<file path="config.mk">
export PLATFORM = sky130hd
export DESIGN_NAME = ycc422_demux
export DESIGN_NICKNAME = d
export VERILOG_FILES = /design/src/rtl/ycc_demux_pkg.sv /design/src/rtl/ycc_range_clamp.sv /design/src/rtl/ycc_slot_tracker.sv /design/src/rtl/ycc_pixel_builder.sv /design/src/rtl/ycc422_demux.sv
export SDC_FILE = /design/constraint.sdc
export NUM_CORES = 1
export LEC_CHECK = 0
export BUFFER_PORTS_ARGS = -buffer_cell sky130_fd_sc_hd__buf_2
export CAP_MARGIN = 20
export CORE_MARGIN = 2
export CORE_UTILIZATION = 30
export DETAILED_ROUTE_END_ITERATION = 10
export HOLD_SLACK_MARGIN = 0.02
export MAX_ROUTING_LAYER = met4
export PLACE_DENSITY_LB_ADDON = 0.25
export SLEW_MARGIN = 20
export SYNTH_ARGS = -nofsm -noshare
export SYNTH_HDL_FRONTEND = slang
export SYNTH_HIERARCHICAL = 1
export SYNTH_SLANG_ARGS = --single-unit
</file>
<file path="constraint.sdc">
create_clock -name clk -period 1.9 [get_ports clk]
set_clock_uncertainty 0.05 [all_clocks]
set_input_delay 0 -clock clk [delete_from_list [all_inputs] [get_ports clk]]
set_output_delay 0 -clock clk [all_outputs]
set_load 0.005 [all_outputs]
</file>
<file path="src/rtl/ycc_demux_pkg.sv">
package ycc_demux_pkg;
  typedef enum logic [1:0] {
    SLOT_CB = 2'd0,
    SLOT_Y0 = 2'd1,
    SLOT_CR = 2'd2,
    SLOT_Y1 = 2'd3
  } slot_e;

  localparam int LUMA_LO     = 16;
  localparam int LUMA_HI     = 235;
  localparam int CHROMA_LO   = 16;
  localparam int CHROMA_HI   = 240;
  localparam int LUMA_BLACK  = 16;
  localparam int CHROMA_ZERO = 128;
endpackage

</file>
<file path="src/rtl/ycc_range_clamp.sv">
module ycc_range_clamp #(
  parameter int DW = 8,
  parameter int LO = 16,
  parameter int HI = 235
) (
  input  logic [DW-1:0] raw,
  output logic [DW-1:0] fixed,
  output logic          beyond
);
  localparam logic [DW-1:0] LO_V = DW'(LO);
  localparam logic [DW-1:0] HI_V = DW'(HI);

  always_comb begin
    if (raw < LO_V) begin
      fixed  = LO_V;
      beyond = 1'b1;
    end else if (raw > HI_V) begin
      fixed  = HI_V;
      beyond = 1'b1;
    end else begin
      fixed  = raw;
      beyond = 1'b0;
    end
  end
endmodule

</file>
<file path="src/rtl/ycc_slot_tracker.sv">
module ycc_slot_tracker
  import ycc_demux_pkg::*;
(
  input  logic  clk,
  input  logic  rst,
  input  logic  sol,
  input  logic  cfg_wide,
  output logic  wide_q,
  output logic  cap_en,
  output slot_e slot
);
  logic [1:0] phase_q;
  logic       skip_q;   // wide layout: high on the edges that are not sampled
  logic       crsel_q;  // wide layout: next chroma word is Cr

  always_ff @(posedge clk) begin
    if (rst) begin
      phase_q <= 2'd0;
      skip_q  <= 1'b0;
      crsel_q <= 1'b0;
      wide_q  <= 1'b0;
    end else if (sol) begin
      phase_q <= 2'd0;
      skip_q  <= 1'b0;
      crsel_q <= 1'b0;
      wide_q  <= cfg_wide;
    end else begin
      skip_q <= ~skip_q;
      if (cap_en) begin
        phase_q <= phase_q + 2'd1;
        crsel_q <= ~crsel_q;
      end
    end
  end

  always_comb begin
    cap_en = !sol && (wide_q ? !skip_q : 1'b1);
    if (wide_q) slot = crsel_q ? SLOT_CR : SLOT_CB;
    else        slot = slot_e'(phase_q);
  end
endmodule

</file>
<file path="src/rtl/ycc_pixel_builder.sv">
module ycc_pixel_builder
  import ycc_demux_pkg::*;
#(
  parameter int DW = 8
) (
  input  logic          clk,
  input  logic          rst,
  input  logic          wide,
  input  logic          cap_en,
  input  slot_e         slot,
  input  logic [DW-1:0] luma,
  input  logic [DW-1:0] chroma,
  output logic          emit,
  output logic [DW-1:0] px_y,
  output logic [DW-1:0] px_cb,
  output logic [DW-1:0] px_cr
);
  logic [DW-1:0] cb_q, y0_q, cr_q, y1_q;
  logic          pend_q;   // wide layout: second pixel of the pair still owed

  always_ff @(posedge clk) begin
    if (rst) begin
      cb_q   <= '0;
      y0_q   <= '0;
      cr_q   <= '0;
      y1_q   <= '0;
      pend_q <= 1'b0;
    end else begin
      pend_q <= cap_en && wide && (slot == SLOT_CR);
      if (cap_en) begin
        unique case (slot)
          SLOT_CB: begin
            cb_q <= chroma;
            if (wide) y0_q <= luma;
          end
          SLOT_Y0: y0_q <= luma;
          SLOT_CR: begin
            cr_q <= chroma;
            if (wide) y1_q <= luma;
          end
          SLOT_Y1: ;
        endcase
      end
    end
  end

  always_comb begin
    emit  = 1'b0;
    px_y  = y1_q;
    px_cb = cb_q;
    px_cr = cr_q;
    if (pend_q) begin
      emit = 1'b1;
    end else if (cap_en && slot == SLOT_CR) begin
      emit  = 1'b1;
      px_y  = y0_q;
      px_cr = chroma;
    end else if (cap_en && slot == SLOT_Y1) begin
      emit  = 1'b1;
      px_y  = luma;
    end
  end
endmodule

</file>
<file path="src/rtl/ycc422_demux.sv">
module ycc422_demux
  import ycc_demux_pkg::*;
#(
  parameter int DW = 8
) (
  input  logic          clk,
  input  logic          rst,
  input  logic          cfg_wide,
  input  logic          sol,
  input  logic          blank_n,
  input  logic [2*DW-1:0] pix_in,
  output logic          out_valid,
  input  logic          out_ready,
  output logic [DW-1:0] out_y,
  output logic [DW-1:0] out_cb,
  output logic [DW-1:0] out_cr,
  output logic          clamp_seen
);
  localparam int LANES = 3;  // 0: low byte as luma, 1: low byte as chroma, 2: high byte as chroma

  logic          wide_q, cap_en;
  slot_e         slot;
  logic [DW-1:0] raw    [LANES];
  logic [DW-1:0] fixed  [LANES];
  logic          beyond [LANES];
  logic [DW-1:0] luma_v, chroma_v;
  logic          emit, oor_hit;
  logic [DW-1:0] px_y, px_cb, px_cr;

  ycc_slot_tracker u_track (
    .clk(clk), .rst(rst), .sol(sol), .cfg_wide(cfg_wide),
    .wide_q(wide_q), .cap_en(cap_en), .slot(slot)
  );

  assign raw[0] = pix_in[DW-1:0];
  assign raw[1] = pix_in[DW-1:0];
  assign raw[2] = pix_in[2*DW-1:DW];

  for (genvar g = 0; g < LANES; g++) begin : g_lane
    if (g == 0) begin : g_luma
      ycc_range_clamp #(.DW(DW), .LO(LUMA_LO), .HI(LUMA_HI)) u_clamp (
        .raw(raw[g]), .fixed(fixed[g]), .beyond(beyond[g]));
    end else begin : g_chroma
      ycc_range_clamp #(.DW(DW), .LO(CHROMA_LO), .HI(CHROMA_HI)) u_clamp (
        .raw(raw[g]), .fixed(fixed[g]), .beyond(beyond[g]));
    end
  end

  always_comb begin
    luma_v   = blank_n ? fixed[0] : DW'(LUMA_BLACK);
    chroma_v = blank_n ? (wide_q ? fixed[2] : fixed[1]) : DW'(CHROMA_ZERO);
    if (wide_q)
      oor_hit = beyond[0] | beyond[2];
    else if (slot == SLOT_Y0 || slot == SLOT_Y1)
      oor_hit = beyond[0];
    else
      oor_hit = beyond[1];
    oor_hit = oor_hit && cap_en && blank_n;
  end

  ycc_pixel_builder #(.DW(DW)) u_build (
    .clk(clk), .rst(rst), .wide(wide_q), .cap_en(cap_en), .slot(slot),
    .luma(luma_v), .chroma(chroma_v),
    .emit(emit), .px_y(px_y), .px_cb(px_cb), .px_cr(px_cr)
  );

  always_ff @(posedge clk) begin
    if (rst) begin
      out_valid  <= 1'b0;
      out_y      <= '0;
      out_cb     <= '0;
      out_cr     <= '0;
      clamp_seen <= 1'b0;
    end else begin
      if (oor_hit) clamp_seen <= 1'b1;
      if (emit) begin
        out_valid <= 1'b1;
        out_y     <= px_y;
        out_cb    <= px_cb;
        out_cr    <= px_cr;
      end else if (out_ready) begin
        out_valid <= 1'b0;
      end
    end
  end
endmodule

</file>
==> results of run 1 <==
-- cell usage after synthesis, types with 6 or more instances --
cell / instances
sky130_fd_sc_hd__nor3b_1: 9
sky130_fd_sc_hd__clkbuf_1: 16
sky130_fd_sc_hd__nand2_1: 57
sky130_fd_sc_hd__nor3_1: 6
sky130_fd_sc_hd__mux2i_1: 49
sky130_fd_sc_hd__a21oi_1: 27
sky130_fd_sc_hd__and2_1: 7
sky130_fd_sc_hd__nor2_1: 29
sky130_fd_sc_hd__nand2b_1: 17
sky130_fd_sc_hd__mux2_2: 9
sky130_fd_sc_hd__buf_2: 7
sky130_fd_sc_hd__o21ai_0: 9
sky130_fd_sc_hd__dfxtp_1: 64
sky130_fd_sc_hd__nor2b_1: 9
-- power by group --
| part | internal, uW | total, uW | switching, uW |
|---|---|---|---|
| clock | 908 | 1440 | 531 |
| sequential | 1370 | 1380 | 18.4 |
| combinational | 147 | 331 | 184 |
-- area by class of cell --
class | count | area, um^2 | share of cell area, %
clock buffer | 11 | 141 | 3.63
clock inverter | 5 | 104 | 2.67
inverter | 2 | 7.51 | 0.193
multi-input combinational | 268 | 1790 | 45.9
sequential | 64 | 1280 | 33.0
tap | 136 | 170 | 4.37
timing repair buffer | 62 | 398 | 10.2
-- routing by layer --
| metal | global-route usage, % | wire length (um) | vias up |
|---|---|---|---|
| met2 | 19.5 | 3060 | 53 |
| met3 | 3.45 | 295 | 6 |
| li1 | - | - | 1332 |
| met1 | 20.1 | 4000 | 1191 |
| met5 | - | 0 | - |
| met4 | 4.40 | 67 | 0 |
-- worst max-delay path by stage --
stage	start	endpoint	slack, ns	cells past startpoint
5_1_grt	u_track/wide_q	out_y[0]	0.02	7
2_1_floorplan	u_track/wide_q	out_cb[7]	0.09	7
3_5_place_dp	u_track/skip_q	out_cr[0]	0.1	7
6_report	u_track/skip_q	out_cr[2]	0.16	7
3_3_place_gp	u_track/skip_q	out_cr[5]	0.08	7
4_1_cts	u_track/skip_q	out_cr[0]	0.08	7
-- repair_timing --
action / 4_1_cts / 5_1_grt
endpoints found under the hold margin: 6 / 0
gates resized for setup: 0 / 3
setup buffers: 0 / 0
hold buffers: 5 / 0
setup endpoints to repair: 0 / 7
-- logic make-up after synthesis --
family                 share of synthesized area [%]
AOI/OAI and AO/OA                               9.86
buffers and inverters                           5.42
and+or+nand+nor                                 26.3
muxes                                           18.8
DFF                                             39.6
-- per-stage QoR --
stage | worst slack (ns) | hold slack, ns | cell area (um^2) | utilization (%) | total power (uW)
floorplan | 0.0879 | 0.0150 | 3240 | - | 1640
global placement | 0.0816 | 0.239 | 3590 | 34.4 | 1730
detailed placement | 0.0958 | 0.241 | 3590 | 34.4 | 1740
CTS | 0.0815 | 0.0584 | 3880 | 37.3 | 3190
global route | 0.0165 | 0.0883 | 3890 | 37.4 | 3300
finish | 0.159 | 0.0658 | 3890 | 37.4 | 3150
-- worst register-to-register path, cell delays in order (launching register included) --
cell                       delay [ns]
sky130_fd_sc_hd__dfxtp_1         0.37
sky130_fd_sc_hd__a21oi_2         0.19
sky130_fd_sc_hd__buf_4           0.19
sky130_fd_sc_hd__nand3b_4        0.12
sky130_fd_sc_hd__nor2_8          0.16
sky130_fd_sc_hd__mux2_2          0.35
sky130_fd_sc_hd__mux2i_1         0.14
sky130_fd_sc_hd__nor2_1          0.05
-- registers in the layout, summed over array words and instances, names as in the netlist --
signal and flops:
clamp_seen 1, u_build/pend_q 1, u_track/phase_q 2, out_y 8, out_cr 8, u_track/wide_q 1, u_build/y0_q 8, u_track/skip_q 1
u_track/crsel_q 1, u_build/px_cb 8, u_build/y1_q 8, out_valid 1, u_build/cr_q 8, out_cb 8
==> metrics.txt, run 1 <==
# TYPE chip_impl_metric gauge
chip_impl_info{name="outcome",value="finished clean"} 1
chip_impl_metric{name="route.detailed.drc",unit=""} 0
chip_impl_metric{name="fin_setup_tns",unit="ns"} 0
chip_impl_metric{name="route.vias.total",unit=""} 2582
chip_impl_metric{name="die_area",unit="um^2"} 11600
chip_impl_info{name="cp_top_family",value="multiplexers"} 1
chip_impl_info{name="crit-reg2reg-capture",value="out_cr[2]"} 1
chip_impl_info{name="timing.critical_path.from_type",value="register"} 1
chip_impl_metric{name="detailedPlacementHpwl",unit="um"} 5220
chip_impl_metric{name="synth.cell_area",unit="um^2"} 3230
chip_impl_metric{name="dieWidth",unit="um"} 108
chip_impl_info{name="path_class",value="register to register"} 1
chip_impl_metric{name="placed_cells_incl_taps",unit=""} 527
chip_impl_metric{name="cts-buffers-inserted",unit=""} 9
chip_impl_metric{name="nets_in_the_synthesized_netlist",unit=""} 386
chip_impl_metric{name="grt_pass1_wl",unit="um"} 12500
chip_impl_metric{name="syn2layout_area_growth",unit="%"} 20.3
chip_impl_metric{name="antenna_violating_nets_post_route",unit=""} 0
chip_impl_info{name="reg2reg_from",value="u_track/skip_q"} 1
chip_impl_metric{name="fin_nets",unit=""} 429
chip_impl_metric{name="postRouteWirelength",unit="um"} 7420
chip_impl_info{name="hold_path_startpoint",value="blank_n"} 1
chip_impl_metric{name="initial_utilization",unit="%"} 31.1
chip_impl_metric{name="routedWlPerCell",unit="um"} 13.5
chip_impl_metric{name="synth_area_per_cell",unit="um^2"} 8.89
chip_impl_metric{name="io-pin-count",unit=""} 48
chip_impl_metric{name="cts_num_sinks",unit=""} 64
chip_impl_metric{name="critPathRequiredTime",unit="ns"} 2.06
chip_impl_metric{name="fin_crit_sh",unit="%"} 91.6
chip_impl_metric{name="max-cap-violations",unit=""} 0
chip_impl_metric{name="routed_via_density",unit=""} 4.71
chip_impl_metric{name="slew_violations",unit=""} 0
chip_impl_metric{name="worst_setup_hold_path_clk_slew",unit="ns"} 0.07
chip_impl_metric{name="antenna_cells_inserted",unit=""} 0
chip_impl_metric{name="gr-total-overflow",unit=""} 0
chip_impl_metric{name="core_area",unit="um^2"} 10400
chip_impl_metric{name="drive_gt1_share",unit="%"} 23.3
chip_impl_metric{name="power.density_cell_area",unit="nW/um^2"} 811
chip_impl_metric{name="maximum_fanout_encountered_on_the_critical_timing_path",unit=""} 10
chip_impl_metric{name="drt_iter0_drc",unit=""} 130
chip_impl_info{name="rsz_0062_raised_after_global_routing",value="false"} 1
chip_impl_metric{name="critical_path_buf_inv_count",unit=""} 1
chip_impl_metric{name="h-tree-depth",unit=""} 3
chip_impl_metric{name="fill_cells",unit=""} 1095
chip_impl_info{name="layout.cells.most_common_list",value="sky130_fd_sc_hd__dfxtp_1, sky130_fd_sc_hd__nand2_1, sky130_fd_sc_hd__mux2i_1"} 1
chip_impl_metric{name="clock_path_buffers",unit=""} 2
chip_impl_metric{name="vertical_extent_of_the_die",unit="um"} 108
chip_impl_metric{name="synthDistinctLibCells",unit=""} 45
chip_impl_metric{name="max_slew_margin",unit="%"} 67.8
chip_impl_metric{name="synth_sequential_area_ratio",unit="%"} 39.6
chip_impl_metric{name="rows",unit=""} 37
chip_impl_info{name="tritoncts",value="done"} 1
chip_impl_metric{name="vdd_ir_drop_max",unit="mV"} 0.393
chip_impl_metric{name="timing.final.hold_violations",unit=""} 0
chip_impl_metric{name="min_delay_path_depth",unit=""} 3
chip_impl_metric{name="first_pass_iters",unit=""} 4
chip_impl_info{name="crit_path_end_kind",value="register"} 1
chip_impl_metric{name="finish.cell_count_without_fillers",unit=""} 548
chip_impl_info{name="clock_tree.root_cell",value="sky130_fd_sc_hd__clkbuf_8"} 1
chip_impl_metric{name="gpl.final_weighted_congestion",unit=""} 0.763
chip_impl_metric{name="worst_skew_pair.late_latency",unit="ns"} 0.34
chip_impl_metric{name="slowest_cell_delay_on_critical_path",unit="ns"} 0.37
chip_impl_metric{name="synth-edff-count",unit=""} 0
chip_impl_metric{name="finalSetupViolCount",unit=""} 0
chip_impl_metric{name="ys.warnings.count",unit=""} 6
chip_impl_info{name="hp-class",value="primary input to register"} 1
chip_impl_metric{name="post-route-min-period",unit="ns"} 1.74
chip_impl_info{name="layout.cells.most_common",value="sky130_fd_sc_hd__dfxtp_1"} 1
chip_impl_info{name="ys_top_cells_by_area",value="sky130_fd_sc_hd__dfxtp_1, sky130_fd_sc_hd__mux2i_1, sky130_fd_sc_hd__nand2_1"} 1
chip_impl_metric{name="grt_max_degree",unit=""} 43
chip_impl_metric{name="cellLeakagePower",unit="uW"} 0.00154
chip_impl_metric{name="critical_path_arrival",unit="ns"} 1.90
chip_impl_info{name="critical_path.slowest_cell",value="sky130_fd_sc_hd__dfxtp_1"} 1
chip_impl_info{name="synth_top_area_cell",value="sky130_fd_sc_hd__dfxtp_1"} 1
chip_impl_metric{name="max_freq",unit="MHz"} 574
chip_impl_info{name="ys_dominant_reg_cell",value="sky130_fd_sc_hd__dfxtp_1"} 1
chip_impl_metric{name="groute.usage.overall",unit="%"} 14.1
chip_impl_info{name="whs_endpoint",value="clamp_seen"} 1
chip_impl_metric{name="yosysTopAreaCellShare",unit="%"} 39.6
chip_impl_metric{name="worst_margin_slew",unit="ns"} 0.478
chip_impl_metric{name="rrSetupSlack",unit="ns"} 0.16
chip_impl_metric{name="ys_seq_elements",unit=""} 64
chip_impl_metric{name="ff2ff_path_depth",unit=""} 7
chip_impl_info{name="crit_path_cell_trace",value="a21oi_2 -> buf_4 -> nand3b_4 -> nor2_8 -> mux2_2 -> mux2i_1 -> nor2_1"} 1
chip_impl_metric{name="number_of_global_route_vias_before_repair",unit=""} 2466
chip_impl_metric{name="grt_antenna_before_repair",unit=""} 0
chip_impl_metric{name="asyncSetResetFlopFracSynth",unit="%"} 0
chip_impl_metric{name="synth_cells",unit=""} 364
chip_impl_metric{name="buffer_ports.inserted",unit=""} 47
No activity file was read; power rests on OpenSTA's default activity.
==> run 2: changes to the inputs <==
- CTS_BUF_LIST: unset -> sky130_fd_sc_hd__clkbuf_8 sky130_fd_sc_hd__clkbuf_16
- PLACE_DENSITY: unset -> 0.48
- PLACE_DENSITY_LB_ADDON: 0.25 -> unset
- REMOVE_ABC_BUFFERS: unset -> 1
==> run 2 against run 1 <==
Effect of this change: clock-buffer cell count is 2 lower; highest routed layer unchanged; routed wire length increased by 5.8%; critical path type unchanged; non-clock buffer count up 7.
==> metrics.txt, run 2 (synthesized netlist as in run 1, its figures left out) <==
# TYPE chip_impl_metric gauge
chip_impl_info{name="layout.cells.most_common",value="sky130_fd_sc_hd__dfxtp_1"} 1
chip_impl_metric{name="die_area",unit="um^2"} 11600
chip_impl_metric{name="finish.cell_count_without_fillers",unit=""} 555
chip_impl_metric{name="maximum_fanout_encountered_on_the_critical_timing_path",unit=""} 9
chip_impl_metric{name="fin_crit_sh",unit="%"} 93.6
chip_impl_metric{name="vertical_extent_of_the_die",unit="um"} 108
chip_impl_info{name="timing.critical_path.from_type",value="register"} 1
chip_impl_metric{name="grt_max_degree",unit=""} 33
chip_impl_metric{name="vdd_ir_drop_max",unit="mV"} 0.266
chip_impl_metric{name="antenna_violating_nets_post_route",unit=""} 0
chip_impl_metric{name="core_area",unit="um^2"} 10400
chip_impl_metric{name="h-tree-depth",unit=""} 3
chip_impl_metric{name="antenna_cells_inserted",unit=""} 0
chip_impl_info{name="path_class",value="register to register"} 1
chip_impl_metric{name="groute.usage.overall",unit="%"} 14.8
chip_impl_metric{name="syn2layout_area_growth",unit="%"} 20.5
chip_impl_metric{name="timing.final.hold_violations",unit=""} 0
chip_impl_metric{name="gpl.final_weighted_congestion",unit=""} 0.747
chip_impl_metric{name="critical_path_arrival",unit="ns"} 1.97
chip_impl_info{name="outcome",value="finished clean"} 1
chip_impl_metric{name="max_slew_margin",unit="%"} 62.9
chip_impl_metric{name="routedWlPerCell",unit="um"} 14.2
chip_impl_metric{name="cts_num_sinks",unit=""} 64
chip_impl_info{name="crit_path_cell_trace",value="mux2_2 -> nand3b_4 -> nor2_8 -> mux2_2 -> mux2i_1 -> nor2_1"} 1
chip_impl_metric{name="cellInternalPower",unit="uW"} 2380
chip_impl_metric{name="max_freq",unit="MHz"} 562
chip_impl_info{name="critical_path.slowest_cell",value="sky130_fd_sc_hd__dfxtp_1"} 1
chip_impl_metric{name="clockPowerShare",unit="%"} 44.7
chip_impl_info{name="crit_path_end_kind",value="register"} 1
chip_impl_metric{name="fin_setup_tns",unit="ns"} 0
chip_impl_metric{name="share_seq_of_total_power",unit="%"} 44.3
chip_impl_metric{name="slew_violations",unit=""} 0
chip_impl_metric{name="route.vias.total",unit=""} 2592
chip_impl_metric{name="clock_path_buffers",unit=""} 2
chip_impl_metric{name="initial_utilization",unit="%"} 31.1
chip_impl_metric{name="drive_gt1_share",unit="%"} 24.6
chip_impl_metric{name="finalSetupViolCount",unit=""} 0
chip_impl_info{name="layout.cells.most_common_list",value="sky130_fd_sc_hd__dfxtp_1, sky130_fd_sc_hd__nand2_1, sky130_fd_sc_hd__mux2i_1"} 1
chip_impl_metric{name="rows",unit=""} 37
chip_impl_metric{name="routed_via_density",unit=""} 4.67
chip_impl_info{name="rsz_0062_raised_after_global_routing",value="false"} 1
chip_impl_metric{name="detailedPlacementHpwl",unit="um"} 5560
chip_impl_metric{name="combinational_share_of_power",unit="%"} 11.0
chip_impl_metric{name="switching_fraction",unit="%"} 23.6
chip_impl_metric{name="slowest_cell_delay_on_critical_path",unit="ns"} 0.42
chip_impl_metric{name="gr-total-overflow",unit=""} 0
chip_impl_info{name="clock_tree.root_cell",value="sky130_fd_sc_hd__clkbuf_8"} 1
chip_impl_metric{name="max-cap-violations",unit=""} 0
chip_impl_metric{name="grt_pass1_wl",unit="um"} 12800
chip_impl_metric{name="critPathRequiredTime",unit="ns"} 2.09
chip_impl_metric{name="dieWidth",unit="um"} 108
chip_impl_metric{name="worst_skew_pair.late_latency",unit="ns"} 0.34
chip_impl_metric{name="drt_iter0_drc",unit=""} 75
chip_impl_metric{name="route.detailed.drc",unit=""} 0
chip_impl_metric{name="total_switching_power",unit="uW"} 735
chip_impl_metric{name="postRouteWirelength",unit="um"} 7850
chip_impl_metric{name="cellLeakagePower",unit="uW"} 0.00157
chip_impl_metric{name="post-route-min-period",unit="ns"} 1.78
chip_impl_metric{name="number_of_global_route_vias_before_repair",unit=""} 2485
chip_impl_metric{name="cts-buffers-inserted",unit=""} 9
chip_impl_metric{name="placed_cells_incl_taps",unit=""} 535
chip_impl_metric{name="grt_antenna_before_repair",unit=""} 0
chip_impl_metric{name="power.density_cell_area",unit="nW/um^2"} 799
chip_impl_metric{name="design_power_total",unit="uW"} 3120
chip_impl_metric{name="first_pass_iters",unit=""} 4
chip_impl_metric{name="cts_setup_buffers",unit=""} 0
chip_impl_metric{name="buffer_ports.inserted",unit=""} 47
chip_impl_metric{name="worst_setup_hold_path_clk_slew",unit="ns"} 0.07
chip_impl_info{name="hp-class",value="primary input to register"} 1
chip_impl_metric{name="io-pin-count",unit=""} 48
chip_impl_metric{name="worst_margin_slew",unit="ns"} 0.556
chip_impl_metric{name="fin_nets",unit=""} 436
chip_impl_info{name="tritoncts",value="done"} 1
chip_impl_info{name="crit_path_frequent_cell",value="sky130_fd_sc_hd__mux2_2"} 1
-- run 2: cell types whose count changed in the layout (fill, tap and decap cells not counted), sizes merged --
| cell | previous run | this run |
|---|---|---|
| clkinvlp | 0 | 1 |
| clkbuf | 11 | 9 |
| dlygate4sd3 | 5 | 4 |
| inv | 2 | 3 |
| buf | 57 | 65 |
-- run 2: final cells by class --
| cell class | count | area, um^2 |
|---|---|---|
| multi-input cells | 268 | 1780 |
| repair buffers | 69 | 423 |
| well taps | 136 | 170 |
| flip-flops and latches | 64 | 1280 |
| inverters | 2 | 7.51 |
| clock buffers | 9 | 124 |
| clock inverters | 7 | 111 |
| fillers | 1090 | 6520 |
-- run 2: power by group through the flow --
| stage | clock (uW) | combinational (uW) | sequential, uW |
|---|---|---|---|
| final | 1390 | 341 | 1380 |
| after global routing | 1490 | 378 | 1380 |
| after CTS | 1440 | 346 | 1380 |
| after detailed placement | 0 | 338 | 1410 |
| after global placement | 0 | 335 | 1410 |
| after floorplan | 0 | 182 | 1410 |
-- run 2: path summary, 6_finish.rpt --
path | startpoint | to | slack [ns] | depth (start not counted)
min | rst | out_valid | 0.06 | 2
min reg2reg | u_build/cr_q[5] | u_build/cr_q[5] | 0.40 | 2
max | u_track/wide_q | out_cr[2] | 0.12 | 6
max reg2reg | u_track/wide_q | out_cr[2] | 0.12 | 6
-- run 2: routing by layer --
layer / vias to the layer above / global-route usage [%] / part of all wire, % / wire, um
met5: - / - / 0 / 0
met2: 34 / 21.3 / 43 / 3340
li1: 1345 / - / - / -
met1: 1200 / 20.2 / 53 / 4140
met4: 0 / 6.87 / 1.8 / 138
met3: 13 / 2.42 / 2.9 / 229
-- run 2: repair_timing --
action                                  CTS  global route
hold endpoints to repair                  5             0
resized for setup                         0             1
hold buffers                              4             0
endpoints found under the setup margin    0             7
-- run 2: through the flow --
step	utilization, %	setup WS, ns	area [um^2]	hold WS, ns
after floorplan	-	-0.693	3070	0.0191
after global placement	34.8	0.182	3620	0.230
after detailed placement	34.8	0.127	3620	0.217
after CTS	37.4	0.131	3890	0.0549
after global routing	37.4	0.00767	3900	0.0872
final	37.4	0.121	3900	0.0564
-- run 2: worst max-delay path, delay by kind of cell (launching register included) --
family           cells  cell delay, ns
muxes                3            0.85
DFF                  1            0.42
and+or+nand+nor      3            0.37
